File: src/rtl/accpu_pkg.sv
package accpu_pkg;
  localparam int OP_W = 3;

  typedef enum logic [OP_W-1:0] {
    OP_HALT  = 3'b000,
    OP_LOAD  = 3'b001,
    OP_STORE = 3'b010,
    OP_ADD   = 3'b011,
    OP_SUB   = 3'b100,
    OP_JMP   = 3'b101,
    OP_JZ    = 3'b110,
    OP_JPOS  = 3'b111
  } opcode_e;

  typedef struct packed {
    logic marFromPc;
    logic marFromIr;
    logic mdrFromMem;
    logic mdrFromAcc;
    logic irFromMdr;
    logic accLoad;
    logic accAdd;
    logic accSub;
    logic memWrite;
    logic pcInc;
    logic pcJump;
  } ctrl_t;
endpackage

File: src/rtl/accpu_control.sv
module accpu_control
  import accpu_pkg::*;
(
  input  logic    clk,
  input  logic    rst,
  input  opcode_e opcode,
  input  logic    accZero,
  input  logic    accNeg,
  output ctrl_t   ctl,
  output logic    halted
);
  typedef enum logic [2:0] {
    S_FADDR, S_FREAD, S_FIR, S_DEC, S_OREAD, S_EXEC, S_WRITE, S_HALT
  } state_e;

  state_e state, nextState;

  always_ff @(posedge clk) begin
    if (rst) state <= S_FADDR;
    else     state <= nextState;
  end

  always_comb begin
    ctl = '0;
    nextState = state;
    unique case (state)
      S_FADDR: begin ctl.marFromPc  = 1'b1; nextState = S_FREAD; end
      S_FREAD: begin ctl.mdrFromMem = 1'b1; nextState = S_FIR;   end
      S_FIR:   begin ctl.irFromMdr  = 1'b1; nextState = S_DEC;   end
      S_DEC: begin
        unique case (opcode)
          OP_HALT: nextState = S_HALT;
          OP_LOAD, OP_ADD, OP_SUB: begin
            ctl.marFromIr = 1'b1;
            nextState = S_OREAD;
          end
          OP_STORE: begin
            ctl.marFromIr  = 1'b1;
            ctl.mdrFromAcc = 1'b1;
            nextState = S_WRITE;
          end
          OP_JMP: begin ctl.pcJump = 1'b1; nextState = S_FADDR; end
          OP_JZ: begin
            if (accZero) ctl.pcJump = 1'b1;
            else         ctl.pcInc  = 1'b1;
            nextState = S_FADDR;
          end
          OP_JPOS: begin
            if (!accZero && !accNeg) ctl.pcJump = 1'b1;
            else                     ctl.pcInc  = 1'b1;
            nextState = S_FADDR;
          end
        endcase
      end
      S_OREAD: begin ctl.mdrFromMem = 1'b1; nextState = S_EXEC; end
      S_EXEC: begin
        ctl.accLoad = (opcode == OP_LOAD);
        ctl.accAdd  = (opcode == OP_ADD);
        ctl.accSub  = (opcode == OP_SUB);
        ctl.pcInc   = 1'b1;
        nextState   = S_FADDR;
      end
      S_WRITE: begin
        ctl.memWrite = 1'b1;
        ctl.pcInc    = 1'b1;
        nextState    = S_FADDR;
      end
      S_HALT: nextState = S_HALT;
    endcase
  end

  assign halted = (state == S_HALT);

  assert_halt_sticky_R7: assert property (@(posedge clk) disable iff (rst)
    halted |=> halted);
  assert_halt_quiet_R7: assert property (@(posedge clk) disable iff (rst)
    halted |-> (ctl == '0));
  assert_one_acc_op_R13: assert property (@(posedge clk) disable iff (rst)
    $onehot0({ctl.accLoad, ctl.accAdd, ctl.accSub}));
  assert_fetch_order_R13: assert property (@(posedge clk) disable iff (rst)
    ctl.irFromMdr |-> $past(ctl.mdrFromMem));
endmodule

File: src/rtl/accpu_datapath.sv
module accpu_datapath
  import accpu_pkg::*;
#(
  parameter int ADDR_W = 5
) (
  input  logic              clk,
  input  logic              rst,
  input  logic [ADDR_W-1:0] startAddr,
  input  ctrl_t             ctl,
  input  logic              dbgWe,
  input  logic [ADDR_W-1:0] dbgAddr,
  input  logic [OP_W+ADDR_W-1:0] dbgWdata,
  output logic [OP_W+ADDR_W-1:0] dbgRdata,
  output opcode_e           opcode,
  output logic              accZero,
  output logic              accNeg,
  output logic [ADDR_W-1:0] pcOut,
  output logic [OP_W+ADDR_W-1:0] accOut
);
  localparam int DATA_W = OP_W + ADDR_W;
  localparam int DEPTH  = 1 << ADDR_W;

  logic [DATA_W-1:0] mem [DEPTH];
  logic [ADDR_W-1:0] pc, mar;
  logic [DATA_W-1:0] ir, mdr, acc;
  logic [ADDR_W-1:0] irAddr;

  assign irAddr = ir[ADDR_W-1:0];

  always_ff @(posedge clk) begin
    if (rst) begin
      pc  <= startAddr;
      mar <= '0;
      mdr <= '0;
      ir  <= '0;
      acc <= '0;
    end else begin
      if (ctl.marFromPc)       mar <= pc;
      else if (ctl.marFromIr)  mar <= irAddr;
      if (ctl.mdrFromMem)      mdr <= mem[mar];
      else if (ctl.mdrFromAcc) mdr <= acc;
      if (ctl.irFromMdr)       ir  <= mdr;
      if (ctl.accLoad)         acc <= mdr;
      else if (ctl.accAdd)     acc <= acc + mdr;
      else if (ctl.accSub)     acc <= acc - mdr;
      if (ctl.pcJump)          pc  <= irAddr;
      else if (ctl.pcInc)      pc  <= pc + 1'b1;
    end
  end

  // Side-port write first, so a same-edge store to that location overrides it.
  always_ff @(posedge clk) begin
    if (dbgWe)        mem[dbgAddr] <= dbgWdata;
    if (ctl.memWrite) mem[mar]     <= mdr;
  end

  assign dbgRdata = mem[dbgAddr];
  assign opcode   = opcode_e'(ir[DATA_W-1 -: OP_W]);
  assign accZero  = (acc == '0);
  assign accNeg   = acc[DATA_W-1];
  assign pcOut    = pc;
  assign accOut   = acc;

  assert_store_lands_R6: assert property (@(posedge clk) disable iff (rst)
    ctl.memWrite |=> mem[$past(mar)] == $past(mdr));
  assert_pc_step_wrap_R11: assert property (@(posedge clk) disable iff (rst)
    ctl.pcInc |=> pc == $past(pc) + 1'b1);
  assert_jump_target_R8: assert property (@(posedge clk) disable iff (rst)
    ctl.pcJump |=> pc == $past(irAddr));
  assert_ir_from_mdr_R2: assert property (@(posedge clk) disable iff (rst)
    ctl.irFromMdr |=> ir == $past(mdr));
endmodule

File: src/rtl/accpu_core.sv
module accpu_core
  import accpu_pkg::*;
#(
  parameter int ADDR_W = 5,
  localparam int DATA_W = OP_W + ADDR_W
) (
  input  logic              clk,
  input  logic              rst,
  input  logic [ADDR_W-1:0] startAddr,
  input  logic              dbgWe,
  input  logic [ADDR_W-1:0] dbgAddr,
  input  logic [DATA_W-1:0] dbgWdata,
  output logic [DATA_W-1:0] dbgRdata,
  output logic              halted,
  output logic [ADDR_W-1:0] pcView,
  output logic [DATA_W-1:0] accView
);
  ctrl_t   ctl;
  opcode_e opcode;
  logic    accZero, accNeg;

  accpu_control u_control (
    .clk(clk), .rst(rst), .opcode(opcode), .accZero(accZero),
    .accNeg(accNeg), .ctl(ctl), .halted(halted)
  );

  accpu_datapath #(.ADDR_W(ADDR_W)) u_datapath (
    .clk(clk), .rst(rst), .startAddr(startAddr), .ctl(ctl),
    .dbgWe(dbgWe), .dbgAddr(dbgAddr), .dbgWdata(dbgWdata),
    .dbgRdata(dbgRdata), .opcode(opcode), .accZero(accZero),
    .accNeg(accNeg), .pcOut(pcView), .accOut(accView)
  );
endmodule

File: config.mk
export PLATFORM = sky130hd
export DESIGN_NAME = accpu_core
export DESIGN_NICKNAME = d
export VERILOG_FILES = /design/src/rtl/accpu_pkg.sv /design/src/rtl/accpu_control.sv /design/src/rtl/accpu_datapath.sv /design/src/rtl/accpu_core.sv
export SDC_FILE = /design/constraint.sdc
export NUM_CORES = 1
export LEC_CHECK = 0
export ABC_CLOCK_PERIOD_IN_PS = 3700
export BUFFER_PORTS_ARGS = -buffer_cell sky130_fd_sc_hd__buf_4
export CORE_MARGIN = 2
export CORE_UTILIZATION = 40
export DETAILED_ROUTE_END_ITERATION = 6
export GPL_ROUTABILITY_DRIVEN = 0
export GPL_TIMING_DRIVEN = 0
export REMOVE_ABC_BUFFERS = 1
export SLEW_MARGIN = 20
export SYNTH_ARGS = -nofsm -noshare
export SYNTH_HDL_FRONTEND = slang
export SYNTH_SLANG_ARGS = --single-unit
File: constraint.sdc
create_clock -name clk -period 3.7 [get_ports clk]
set_input_delay 1.11 -clock clk [delete_from_list [all_inputs] [get_ports clk]]
set_output_delay 1.11 -clock clk [all_outputs]
set_load 0.05 [all_outputs]
==> run_summary.xml <==
<?xml version="1.0" encoding="UTF-8"?>
<metrics>
  <group name="clocking">
    <metric name="cts_max_level" unit="">2</metric>
    <metric name="root_driver" unit="">sky130_fd_sc_hd__clkbuf_16</metric>
    <metric name="clk_latency" unit="ns">0.54</metric>
    <metric name="tritoncts_clock_tree" unit="">done</metric>
    <metric name="cts_hold_repair.buffers" unit="">0</metric>
    <metric name="clk_path_buf_depth" unit="">3</metric>
    <metric name="tritoncts.num_buffers" unit="">36</metric>
    <metric name="path_clk_slew" unit="ns">0.06</metric>
    <metric name="cts_sinks" unit="">298</metric>
  </group>
  <group name="synth">
    <metric name="ys_top_cells_by_area" unit="">sky130_fd_sc_hd__edfxtp_1 44%, sky130_fd_sc_hd__mux2_2 16%, sky130_fd_sc_hd__mux4_2 14%, sky130_fd_sc_hd__dfxtp_1 4.1%, sky130_fd_sc_hd__mux2i_1 3.0%</metric>
    <metric name="yosysWarnings" unit="">0</metric>
    <metric name="main_synth_ff_type" unit="">sky130_fd_sc_hd__edfxtp_1</metric>
    <metric name="synth.most_common_cell" unit="">sky130_fd_sc_hd__edfxtp_1</metric>
    <metric name="synth_enable_flop_cells" unit="">261</metric>
    <metric name="synth-async-reset-ratio" unit="">0</metric>
    <metric name="yosysUniqueCellTypes" unit="">64</metric>
    <metric name="sequential_share_of_the_synthesized_area" unit="">0.478</metric>
    <metric name="postSynthCellCount" unit="">1293</metric>
    <metric name="post-synth-top-area-cell" unit="">sky130_fd_sc_hd__edfxtp_1</metric>
    <metric name="post_synth.cell_area_avg" unit="sq um">13.9</metric>
    <metric name="synth_largest_type_area_fraction" unit="">0.436</metric>
    <metric name="post_synth_instance_area" unit="sq mm">0.0180</metric>
    <metric name="total_of_flip_flops_plus_latches_after_synthesis" unit="">298</metric>
    <metric name="synth_common_cells" unit="">261 x sky130_fd_sc_hd__edfxtp_1, 259 x sky130_fd_sc_hd__mux2_2, 113 x sky130_fd_sc_hd__mux4_2</metric>
  </group>
  <group name="worst_setup_path">
    <metric name="cp_data_arrival_time" unit="ns">2.88</metric>
    <metric name="critical_path.max_stage_delay" unit="ns">0.49</metric>
    <metric name="critPathMaxFanout" unit="">6</metric>
    <metric name="setup.worst_path.class" unit="">input port to output pin</metric>
    <metric name="critical_path.reg2reg.startpoint" unit="">u_control.state[2]</metric>
    <metric name="critical_path.slowest_cell" unit="">sky130_fd_sc_hd__mux4_2</metric>
    <metric name="worstSetupStartpoint" unit="">dbgAddr[0]</metric>
    <metric name="crit_top_cell" unit="">sky130_fd_sc_hd__buf_6</metric>
    <metric name="worst_setup_path_end_kind" unit="">output pin</metric>
    <metric name="worst_ep_required_time" unit="ns">2.59</metric>
    <metric name="crit_path_cell_trace" unit="">buf_16 -&gt; buf_12 -&gt; buf_6 -&gt; mux4_2 -&gt; a22oi_2 -&gt; nand4_1 -&gt; buf_6</metric>
    <metric name="start_kind" unit="">input port</metric>
  </group>
  <group name="sta">
    <metric name="worst_clock_skew" unit="ns">0.0214</metric>
    <metric name="timing.final.setup_violations" unit="">8</metric>
    <metric name="maxSlewHeadroom" unit="">0.289</metric>
    <metric name="portion_of_the_clock_cycle_consumed_by_the_worst_path_in_the_final_layout" unit="">1.08</metric>
    <metric name="post-route-worst-setup-slack" unit="ns">-0.290</metric>
    <metric name="worst-slew-pin-transition" unit="ns">1.07</metric>
    <metric name="fmax" unit="MHz">251</metric>
    <metric name="final_count_of_pins_violating_max_slew" unit="">0</metric>
    <metric name="finalHoldViolations" unit="">0</metric>
    <metric name="grt_setup_unrepaired" unit="">yes</metric>
    <metric name="period_needed" unit="ns">3.99</metric>
  </group>
  <group name="pwr">
    <metric name="power.leakage" unit="nW">6.61</metric>
    <metric name="p_per_area" unit="mW/mm^2">457</metric>
    <metric name="vdd_ir_drop_max" unit="mV">0.328</metric>
  </group>
  <group name="global_routing">
    <metric name="grt_use_total" unit="">0.248</metric>
    <metric name="wire_length_of_the_first_global_routing_pass" unit="um">84100</metric>
    <metric name="first_global_vias" unit="">11900</metric>
    <metric name="grt_antenna_before_repair" unit="">2</metric>
    <metric name="grt_max_degree" unit="">69</metric>
    <metric name="grt_remaining_overflow" unit="">0</metric>
  </group>
  <group name="route">
    <metric name="detail_route.wl_per_cell" unit="um">31.0</metric>
    <metric name="total_number_of_vias" unit="">12300</metric>
    <metric name="final_ant_viol_nets" unit="">0</metric>
    <metric name="postRouteWirelength" unit="um">58500</metric>
    <metric name="post_drt_via_cell_ratio" unit="">6.51</metric>
    <metric name="drc" unit="">0</metric>
    <metric name="drt_pre_antenna_iters" unit="">6</metric>
    <metric name="initialDrtViolationCount" unit="">1527</metric>
  </group>
  <group name="die">
    <metric name="chipHeight" unit="um">216</metric>
    <metric name="coreArea" unit="sq mm">0.0442</metric>
    <metric name="effective_utilization_at_floorplan" unit="">0.406</metric>
    <metric name="boundaryPins" unit="">43</metric>
    <metric name="die_w" unit="um">216</metric>
    <metric name="die_area" unit="sq mm">0.0466</metric>
    <metric name="placementRows" unit="">77</metric>
  </group>
  <group name="cells_and_area">
    <metric name="final-seq-area" unit="sq mm">0.00860</metric>
    <metric name="share_of_final_layout_standard_cells_stronger_than_drive_strength_1" unit="">0.439</metric>
    <metric name="syn_to_final_growth" unit="%">13.7</metric>
    <metric name="layout.core_utilization" unit="">0.462</metric>
    <metric name="finalNetCount" unit="">1298</metric>
    <metric name="fillCellCount" unit="">3923</metric>
    <metric name="multiInputGateArea" unit="sq mm">0.00887</metric>
  </group>
  <group name="placement">
    <metric name="dp.final_hpwl" unit="um">37100</metric>
    <metric name="place.port_buffers" unit="">42</metric>
    <metric name="pre_cts_setup_slack" unit="ns">-0.824</metric>
  </group>
  <group name="outcome">
    <metric name="status" unit="">finished, violations left</metric>
    <metric name="violated_checks" unit="">setup timing</metric>
  </group>
  <group name="job">
    <metric name="maxCapViolCount" unit="">0</metric>
  </group>
  <group name="hold_path">
    <metric name="holdCritPathClass" unit="">register to register</metric>
    <metric name="min-delay-start" unit="">u_datapath.ir[2]</metric>
  </group>
</metrics>
==> kinds of logic after synthesis <==
group                    Yosys count  share of synthesized area
AO/OA/AOI/OAI                    176                     0.0665
XOR/XNOR                          14                    0.00683
adder cells (fa/ha/maj)           12                    0.00878
buffers and inverters            148                     0.0364
flip-flops                       298                      0.478
multiplexers                     432                      0.338
AND/OR/NAND/NOR                  213                     0.0657
==> per-stage QoR <==
stage	hold WS, ns	setup TNS, ns	instances	cell area, sq um	power [mW]
5_1_grt	0.562	-1.45	1885	20400	9.58
6_report	0.525	-1.55	1886	20400	9.32
3_5_place_dp	0.517	-64.94	1804	18700	5.65
2_1_floorplan	0.482	0	1153	17300	4.92
3_3_place_gp	0.508	-234.33	1787	18400	5.57
4_1_cts	0.533	-1.61	1880	20300	9.29
==> critical path: cells and delay by family <==
family / cells / cell delay, ns
multiplexers: 1 / 0.49
AO/OA/AOI/OAI: 1 / 0.34
AND/OR/NAND/NOR: 1 / 0.30
buffers and inverters: 4 / 0.63
==> final cells by class <==
class	instances	share of cell area
Antenna cell	1	0.000123
Clock buffer	44	0.0477
Clock inverter	22	0.0108
Inverter	8	0.00159
Multi-Input combinational cell	847	0.435
Sequential cell	298	0.421
Tap cell	592	0.0363
Timing Repair Buffer	74	0.0475
==> layout by cell type (no fill, tap or decap), types with 12 or more instances in the layout <==
master	n
sky130_fd_sc_hd__a22oi_1	16
sky130_fd_sc_hd__a22oi_2	22
sky130_fd_sc_hd__buf_4	42
sky130_fd_sc_hd__clkbuf_16	41
sky130_fd_sc_hd__dfxtp_1	25
sky130_fd_sc_hd__edfxtp_1	261
sky130_fd_sc_hd__mux2_2	259
sky130_fd_sc_hd__mux2i_1	53
sky130_fd_sc_hd__mux4_2	113
sky130_fd_sc_hd__nand2_1	59
sky130_fd_sc_hd__nand3_1	12
sky130_fd_sc_hd__nor2_1	39
sky130_fd_sc_hd__o21ai_0	30
sky130_fd_sc_hd__o21ai_1	16
sky130_fd_sc_hd__o22ai_1	23
==> flip-flops by register name (all words and copies together) (netlist names), named ones only <==
signal             flops
u_control.state        3
u_datapath.accOut      8
u_datapath.ir          8
u_datapath.mar         5
u_datapath.mdr         8
u_datapath.mem       256
u_datapath.pcOut       5
==> worst paths after layout <==
check,to,slack [ns],cells after the start
max reg2reg,u_datapath.mem[2][3],0.09,4
min reg2reg,u_datapath.ir[2],0.52,2
min,u_datapath.ir[2],0.52,2
max,dbgRdata[3],-0.29,7
==> power breakdown <==
part / total [mW] / internal (mW) / switching (mW)
combinational: 1.70 / 0.744 / 0.953
clock: 3.64 / 2.16 / 1.48
sequential: 3.99 / 3.73 / 0.261
total: 9.32 / 6.63 / 2.69
==> per-layer routing <==
layer | part of all wire | global-route usage | vias to the layer above
li1 | - | - | 5132
met1 | 0.41 | 0.352 | 6350
met2 | 0.46 | 0.388 | 660
met3 | 0.097 | 0.0396 | 124
met4 | 0.034 | 0.0823 | 4
met5 | 0.00044 | 0 | -
==> repair_timing <==
| action | 4_1_cts | 5_1_grt |
|---|---|---|
| gates cloned | 4 | 3 |
| pin swaps | 13 | 12 |
| endpoints found under the hold margin | 0 | 0 |
| endpoints found under the setup margin | 13 | 17 |
| buffers inserted | 6 | 4 |
| gates resized for setup | 36 | 15 |
No activity file was read; power rests on OpenSTA's default activity.
